==> config.mk <==
export PLATFORM = sky130hd
export DESIGN_NAME = audio_pingpong_dma
export DESIGN_NICKNAME = d
export VERILOG_FILES = /design/src/rtl/ppdma_pkg.sv /design/src/rtl/ppdma_regs.sv /design/src/rtl/ppdma_seq.sv /design/src/rtl/audio_pingpong_dma.sv
export SDC_FILE = /design/constraint.sdc
export NUM_CORES = 1
export LEC_CHECK = 0
export BUFFER_PORTS_ARGS = -buffer_cell sky130_fd_sc_hd__buf_2
export CAP_MARGIN = 30
export CORE_UTILIZATION = 53
export CTS_BUF_LIST = sky130_fd_sc_hd__clkbuf_16
export DETAILED_ROUTE_END_ITERATION = 6
export PLACE_DENSITY = 0.91
export SETUP_SLACK_MARGIN = 0.5
export SYNTH_ARGS = -nofsm -noshare
export SYNTH_HDL_FRONTEND = slang
export SYNTH_SLANG_ARGS = --single-unit
==> constraint.sdc <==
create_clock -name clk -period 4.99 [get_ports clk]
set_input_delay 0.998 -clock clk [delete_from_list [all_inputs] [get_ports clk]]
set_output_delay 0.998 -clock clk [all_outputs]
set_load 0.03 [all_outputs]
==> src/rtl/ppdma_pkg.sv <==
`timescale 1ns/1ps
package ppdma_pkg;
  typedef enum logic [2:0] {
    RA_CTRL   = 3'd0,
    RA_BASE_A = 3'd1,
    RA_BASE_B = 3'd2,
    RA_SIZE   = 3'd3,
    RA_ACK    = 3'd4,
    RA_STAT   = 3'd5
  } reg_addr_e;

  localparam int NFLAG      = 4;
  localparam int FL_EMPTY_A = 0;
  localparam int FL_EMPTY_B = 1;
  localparam int FL_BW      = 2;
  localparam int FL_UDR     = 3;
  localparam int ALIGN      = 6;

  typedef struct packed {
    logic wide;
    logic stereo;
  } fmt_t;

  // log2 of bytes per sample slot: 16-bit mono = 1, ... 32-bit stereo = 3
  function automatic logic [1:0] stride_shift(input fmt_t f);
    return 2'd1 + {1'b0, f.wide} + {1'b0, f.stereo};
  endfunction
endpackage

==> src/rtl/ppdma_regs.sv <==
`timescale 1ns/1ps
module ppdma_regs
  import ppdma_pkg::*;
#(
  parameter int AW  = 16,
  parameter int SZW = 12,
  parameter int DW  = 32
) (
  input  logic             clk,
  input  logic             rst_n,
  input  logic             wr_en,
  input  logic [2:0]       wr_addr,
  input  logic [DW-1:0]    wr_data,
  input  logic [NFLAG-1:0] set_ev,
  output logic             enable,
  output fmt_t             fmt,
  output logic [NFLAG-1:0] ien,
  output logic [AW-1:0]    base_a,
  output logic [AW-1:0]    base_b,
  output logic [SZW-1:0]   size_smp,
  output logic [NFLAG-1:0] flags
);
  logic                  en_q, en_d;
  fmt_t                  fmt_q, fmt_d;
  logic [NFLAG-1:0]      ien_q, ien_d;
  logic [NFLAG-1:0]      flg_q, flg_d;
  logic [NFLAG-1:0]      ack_v;
  logic [AW-ALIGN-1:0]   ba_q, ba_d, bb_q, bb_d;
  logic [SZW-ALIGN-1:0]  sz_q, sz_d;
  logic                  unused_wr;

  assign unused_wr = ^wr_data;

  always_comb begin
    en_d  = en_q;
    fmt_d = fmt_q;
    ien_d = ien_q;
    ba_d  = ba_q;
    bb_d  = bb_q;
    sz_d  = sz_q;
    ack_v = '0;
    if (wr_en) begin
      case (wr_addr)
        RA_CTRL: begin
          en_d  = wr_data[0];
          fmt_d = fmt_t'(wr_data[2:1]);
          ien_d = wr_data[4 +: NFLAG];
        end
        RA_BASE_A: ba_d  = wr_data[AW-1:ALIGN];
        RA_BASE_B: bb_d  = wr_data[AW-1:ALIGN];
        RA_SIZE:   sz_d  = wr_data[SZW-1:ALIGN];
        RA_ACK:    ack_v = wr_data[NFLAG-1:0];
        default:   ;
      endcase
    end
    // a new event outranks a clear in the same cycle
    flg_d = set_ev | (flg_q & ~ack_v);
  end

  always_ff @(posedge clk or negedge rst_n) begin
    if (!rst_n) begin
      en_q  <= 1'b0;
      fmt_q <= '0;
      ien_q <= '0;
      ba_q  <= '0;
      bb_q  <= '0;
      sz_q  <= '0;
      flg_q <= '0;
    end else begin
      en_q  <= en_d;
      fmt_q <= fmt_d;
      ien_q <= ien_d;
      ba_q  <= ba_d;
      bb_q  <= bb_d;
      sz_q  <= sz_d;
      flg_q <= flg_d;
    end
  end

  assign enable   = en_q;
  assign fmt      = fmt_q;
  assign ien      = ien_q;
  assign base_a   = {ba_q, {ALIGN{1'b0}}};
  assign base_b   = {bb_q, {ALIGN{1'b0}}};
  assign size_smp = {sz_q, {ALIGN{1'b0}}};
  assign flags    = flg_q;

  for (genvar i = 0; i < NFLAG; i++) begin : g_flag_chk
    // acknowledge without a competing event clears on the next edge
    p_ack_clears_r9: assert property (@(posedge clk) disable iff (!rst_n)
      (ack_v[i] && !set_ev[i]) |=> !flg_q[i]);
    // a flag stays set until its own acknowledge
    p_flag_sticky_r9: assert property (@(posedge clk) disable iff (!rst_n)
      (flg_q[i] && !ack_v[i]) |=> flg_q[i]);
  end
endmodule

==> src/rtl/ppdma_seq.sv <==
`timescale 1ns/1ps
module ppdma_seq
  import ppdma_pkg::*;
#(
  parameter int AW  = 16,
  parameter int SZW = 12,
  parameter int DW  = 32
) (
  input  logic             clk,
  input  logic             rst_n,
  input  logic             enable,
  input  fmt_t             fmt,
  input  logic [AW-1:0]    base_a,
  input  logic [AW-1:0]    base_b,
  input  logic [SZW-1:0]   size_smp,
  input  logic             empty_a,
  input  logic             empty_b,
  input  logic             smp_req,
  input  logic             mem_valid,
  input  logic [DW-1:0]    mem_data,
  output logic             mem_req,
  output logic [AW-1:0]    mem_addr,
  output logic             smp_valid,
  output logic [DW-1:0]    smp_data,
  output logic             active_a,
  output logic [NFLAG-1:0] set_ev
);
  localparam int OW = SZW + 3;

  logic            busy_q, busy_d;
  logic            act_q, act_d;
  logic            mreq_q, mreq_d;
  logic [AW-1:0]   maddr_q, maddr_d;
  logic            sval_q, sval_d;
  logic [DW-1:0]   sdat_q, sdat_d;
  logic [OW-1:0]   off_q, off_d;

  logic [1:0]      shift;
  logic [OW-1:0]   step, size_b, off_nx;
  logic            last, take, issue, starve, late, act_emp;
  logic [AW-1:0]   act_base;

  always_comb begin
    shift    = stride_shift(fmt);
    step     = OW'(1) << shift;
    size_b   = OW'(size_smp) << shift;
    off_nx   = off_q + step;
    last     = off_nx >= size_b;
    act_base = act_q ? base_a : base_b;
    act_emp  = act_q ? empty_a : empty_b;
    take     = smp_req && enable;
    issue    = take && !busy_q && !act_emp;
    starve   = take && !busy_q && act_emp;
    late     = take && busy_q;

    set_ev         = '0;
    set_ev[FL_BW]  = late;
    set_ev[FL_UDR] = starve;
    if (issue && last) begin
      if (act_q) set_ev[FL_EMPTY_A] = 1'b1;
      else       set_ev[FL_EMPTY_B] = 1'b1;
    end

    busy_d  = busy_q;
    act_d   = act_q;
    off_d   = off_q;
    mreq_d  = 1'b0;
    maddr_d = maddr_q;
    sval_d  = 1'b0;
    sdat_d  = sdat_q;

    if (issue) begin
      mreq_d  = 1'b1;
      maddr_d = act_base + AW'(off_q);
      busy_d  = 1'b1;
      if (last) begin
        off_d = '0;
        act_d = !act_q;
      end else begin
        off_d = off_nx;
      end
    end
    if (busy_q && mem_valid) begin
      busy_d = 1'b0;
      sval_d = 1'b1;
      sdat_d = mem_data;
    end
    if (starve) begin
      sval_d = 1'b1;
      sdat_d = '0;
    end
  end

  always_ff @(posedge clk or negedge rst_n) begin
    if (!rst_n) begin
      busy_q  <= 1'b0;
      act_q   <= 1'b1;
      off_q   <= '0;
      mreq_q  <= 1'b0;
      maddr_q <= '0;
      sval_q  <= 1'b0;
      sdat_q  <= '0;
    end else begin
      busy_q  <= busy_d;
      act_q   <= act_d;
      off_q   <= off_d;
      mreq_q  <= mreq_d;
      maddr_q <= maddr_d;
      sval_q  <= sval_d;
      sdat_q  <= sdat_d;
    end
  end

  assign mem_req   = mreq_q;
  assign mem_addr  = maddr_q;
  assign smp_valid = sval_q;
  assign smp_data  = sdat_q;
  assign active_a  = act_q;

  // a request during an outstanding read never issues another read
  p_no_read_when_busy_r7: assert property (@(posedge clk) disable iff (!rst_n)
    (busy_q && smp_req) |=> !mem_req);
  // disabled requests stay silent on the memory side
  p_quiet_when_off_r8: assert property (@(posedge clk) disable iff (!rst_n)
    (!enable && smp_req) |=> !mem_req);
  // read request is a single-cycle pulse
  p_req_pulse_r3: assert property (@(posedge clk) disable iff (!rst_n)
    mem_req |=> !mem_req);
endmodule

==> src/rtl/audio_pingpong_dma.sv <==
`timescale 1ns/1ps
module audio_pingpong_dma
  import ppdma_pkg::*;
#(
  parameter int AW  = 16,
  parameter int SZW = 12,
  parameter int DW  = 32
) (
  input  logic          clk,
  input  logic          rst_n,
  input  logic          wr_en,
  input  logic [2:0]    wr_addr,
  input  logic [DW-1:0] wr_data,
  input  logic [2:0]    rd_addr,
  output logic [DW-1:0] rd_data,
  input  logic          smp_req,
  output logic          smp_valid,
  output logic [DW-1:0] smp_data,
  output logic          mem_req,
  output logic [AW-1:0] mem_addr,
  input  logic          mem_valid,
  input  logic [DW-1:0] mem_data,
  output logic          irq
);
  logic             enable, active_a;
  fmt_t             fmt;
  logic [NFLAG-1:0] ien, flags, set_ev;
  logic [AW-1:0]    base_a, base_b;
  logic [SZW-1:0]   size_smp;

  ppdma_regs #(.AW(AW), .SZW(SZW), .DW(DW)) u_regs (
    .clk      (clk),
    .rst_n    (rst_n),
    .wr_en    (wr_en),
    .wr_addr  (wr_addr),
    .wr_data  (wr_data),
    .set_ev   (set_ev),
    .enable   (enable),
    .fmt      (fmt),
    .ien      (ien),
    .base_a   (base_a),
    .base_b   (base_b),
    .size_smp (size_smp),
    .flags    (flags)
  );

  ppdma_seq #(.AW(AW), .SZW(SZW), .DW(DW)) u_seq (
    .clk       (clk),
    .rst_n     (rst_n),
    .enable    (enable),
    .fmt       (fmt),
    .base_a    (base_a),
    .base_b    (base_b),
    .size_smp  (size_smp),
    .empty_a   (flags[FL_EMPTY_A]),
    .empty_b   (flags[FL_EMPTY_B]),
    .smp_req   (smp_req),
    .mem_valid (mem_valid),
    .mem_data  (mem_data),
    .mem_req   (mem_req),
    .mem_addr  (mem_addr),
    .smp_valid (smp_valid),
    .smp_data  (smp_data),
    .active_a  (active_a),
    .set_ev    (set_ev)
  );

  assign irq = |(flags & ien);

  always_comb begin
    case (rd_addr)
      RA_CTRL:   rd_data = DW'({ien, 1'b0, fmt, enable});
      RA_BASE_A: rd_data = DW'(base_a);
      RA_BASE_B: rd_data = DW'(base_b);
      RA_SIZE:   rd_data = DW'(size_smp);
      RA_STAT:   rd_data = DW'({flags, active_a});
      default:   rd_data = '0;
    endcase
  end

  // buffer A reports empty exactly as buffer B takes over
  p_switch_on_empty_r4: assert property (@(posedge clk) disable iff (!rst_n)
    $rose(flags[FL_EMPTY_A]) |-> !active_a);
  // no enable, no interrupt
  p_irq_masked_r10: assert property (@(posedge clk) disable iff (!rst_n)
    (ien == '0) |-> !irq);
endmodule

==> metrics.txt <==
Peak VDD IR between 0.3 and 0.4 mV; Hold Path Class reg2reg; largest net degree at the start of global routing 65; area of the multi-input gates 2920 um2; # port buffers around 130; vias around 4,900; vias in the first global route ~5,000; Syn Inst Count between 500 and 600; Switching Share between 40% and 50%; mapped cell area roughly 5700 um2; Die Ht 106 um; clock slew at reported path FFs roughly 0.07 ns; most frequent cell after synthesis nand2_1; Slew Viols, Final 0; Crit path largest cell delay ~0.48 ns; gr usage total around 27%; Synth top cells by count 127 x nand2_1, 103 x dfrtp_1, 47 x a21oi_1, 47 x mux2_2; DRT Wirelength between 10,000 and 15,000 um; period utilisation layout 83.3%; Power Dens Cells slightly below 600 nW/um2; Synth async-reset ratio 100%; part of the power in registers between 30% and 40%; setup tns final 0 ns; internal power approximately 2200 uW; status complete, no violations; slowest CP cell or3_4; Sink Count 104; type of origin of the critical path register; drt drc 0; post-synthesis cell type count 59; antenna viol nets, final 0; total power roughly 4000 uW; Finished Layout Cells 840; Sequential Area approximately 2600 um2; DR pass1 iterations 4; IO Count between 150 and 200; drt wl/cell ~18 um; critical path class reg2reg; # rows 37; Area growth syn-to-layout 17.7%; combinational fraction of design power a little under half; final core occ between 60% and 70%; Worst Setup End Kind register; Core Area about 10,000 um2; crit-path cells inv_1 -> ha_4 -> and2_1 -> ha_1 -> inv_1 -> fa_1 -> nor2b_1 -> o21a_2 -> o21ai_2 -> nor2_1 -> xor2_1 -> ha_1 -> a21oi_2 -> o21ai_2 -> or3_4 -> or4_1 -> nand3_1; top cells by area, synth dfrtp_1 45%, mux2_2 9.2%, nand2_1 8.3%; max-cap violation count 0; final setup violation count 0; Placed Area 6390 um2; most common flop cell mapped by yosys dfrtp_1; worst-margin pin slew 1.03 ns; Clk pwr share 17.8%; fmax between 200 and 250 MHz; dpl hpwl ~11,000 um; Critical Path Start u_regs.fmt[0]; Filler cells between 700 and 800; global-route wire length before repair roughly 24,000 um; RSZ-0062 raised after global routing no; CTS tree yes; H-tree depth 3; Hold Violations, Final 0; first-iteration detailed-routing DRC count between 300 and 400; Syn Area/Cell ~9.7 um2; chip width 106 um; post-synth top area cell dfrtp_1; initial core utilization approximately 55%; Final Cell Area just under 7000 um2; DP Cell Count between 800 and 900; Root Driver clkbuf_16; Post-synth EDFFs 0; headroom to the max-slew limit between 30% and 40%; DR vias/cell between 5 and 6; CP Data Arrival Time about 4.4 ns; Hold Startpoint u_seq.mem_addr[12]; final layout net count 802; ANT cells 0; Sw Pwr 1760 uW; global route overflow 0; Tmin final a little over 4 ns; Reg-to-Reg Start u_regs.fmt[0]; Critical Path RT approximately 5.3 ns; post-synthesis sequential area ratio 45.4%; Yosys top cell area share between 40 and 50%; initial antenna violation count 0; CTS Buffer Depth 2; static leakage ~0.0032 uW; post-synthesis register bit count 104; cts bufs inserted 9; critical path peak fanout 10; Warnings, synthesis 0; die area about 11,000 um2; worst skew pair latency ~0.35 ns; Routability Congestion about 0.86; Setup Skew ~0.0075 ns; layout cells sized above 1 between 30% and 40%
## path summary, 6_finish.rpt
check	to	slack [ns]	cells past startpoint
setup reg to reg	u_seq.off_q[12]	0.83	17
max in group asynchronous	u_regs.ba_q[6]	3.23	2
hold reg to reg	u_seq.mem_addr[12]	0.47	2
setup / recovery	u_seq.off_q[12]	0.83	17
min in group asynchronous	u_seq.smp_data[29]	0.73	1
hold / removal	u_seq.mem_addr[12]	0.47	2
## power by group through the flow
stage,combinational (uW),clock (uW),sequential (uW)
2_1_floorplan,982,0,1690
3_3_place_gp,1700,0,1380
3_5_place_dp,1800,0,1400
4_1_cts,1820,713,1390
5_1_grt,2020,738,1430
6_report,1860,707,1400
## per-stage QoR
step | hold slack, ns | worst slack (ns)
floorplan | 0.467 | 0.933
global placement | 0.459 | 0.673
detailed placement | 0.460 | 0.540
CTS | 0.475 | 0.524
global route | 0.497 | 0.568
finish | 0.469 | 0.834
## flip-flops by register name, summed over array words and instances (netlist names)
| register | cells |
|---|---|
| u_regs.bb_q | 10 |
| u_seq.smp_data | 32 |
| u_seq.off_q | 15 |
| u_regs.flags | 4 |
| u_seq.smp_valid | 1 |
| u_regs.sz_q | 6 |
| u_regs.fmt | 2 |
| u_seq.mem_req | 1 |
| u_seq.active_a | 1 |
| u_regs.ien | 4 |
| u_seq.busy_q | 1 |
| u_regs.enable | 1 |
| u_regs.ba_q | 10 |
| u_seq.mem_addr | 16 |
## kinds of logic (layout without fill, tap and decap cells)
| logic type | Yosys count | after routing | share of synthesized area (%) |
|---|---|---|---|
| other cells | 1 | 16 | 0.0654 |
| xor+xnor | 14 | 14 | 2.14 |
| buf+inv | 59 | 159 | 5.13 |
| compound gates | 125 | 125 | 13.9 |
| mux | 54 | 54 | 10.9 |
| simple gates | 205 | 205 | 16.3 |
| flops | 104 | 104 | 45.4 |
| fa+ha+maj | 27 | 27 | 6.16 |
## cell usage in the layout, fill, tap and decap left out, drive strengths merged, types with 8 or more instances in the layout
cell,n
buf,129
nand2,127
dfrtp,103
a21oi,49
mux2,47
nor2,27
ha,25
o21ai,23
inv,17
conb,16
nand3,11
a22oi,10
nor2b,10
xnor2,9
clkbuf,9
a21o,8
## final cells by class
cell class              count  share of cell area [%]
well taps                 136                    2.52
clock inverters             6                    1.02
flip-flops and latches    104                    38.6
inverters                  15                   0.835
clock buffers               9                    3.34
repair buffers            129                    10.4
multi-input cells         441                    43.3
## metal layers
layer,GRT usage [%],wire length [um],vias to the layer above
li1,-,-,2240
met1,31.6,5670,2339
met2,44.8,7340,241
met3,5.09,1030,54
met4,17.4,726,0
met5,0,0,-
## worst max-delay path, delay by kind of cell, from the launching register on
kind | cells | cell delay [ns]
flops | 1 | 0.37
xor+xnor | 1 | 0.18
buf+inv | 2 | 0.18
simple gates | 6 | 1.50
fa+ha+maj | 4 | 1.23
compound gates | 4 | 0.62
## repair_timing
item,in CTS,in global routing
buffers inserted,0,0
hold buffers,0,0
pin swaps,0,0
resized for setup,1,5
setup endpoints to repair,2,18
cloned,0,0
No activity file was read; power rests on OpenSTA's default activity.
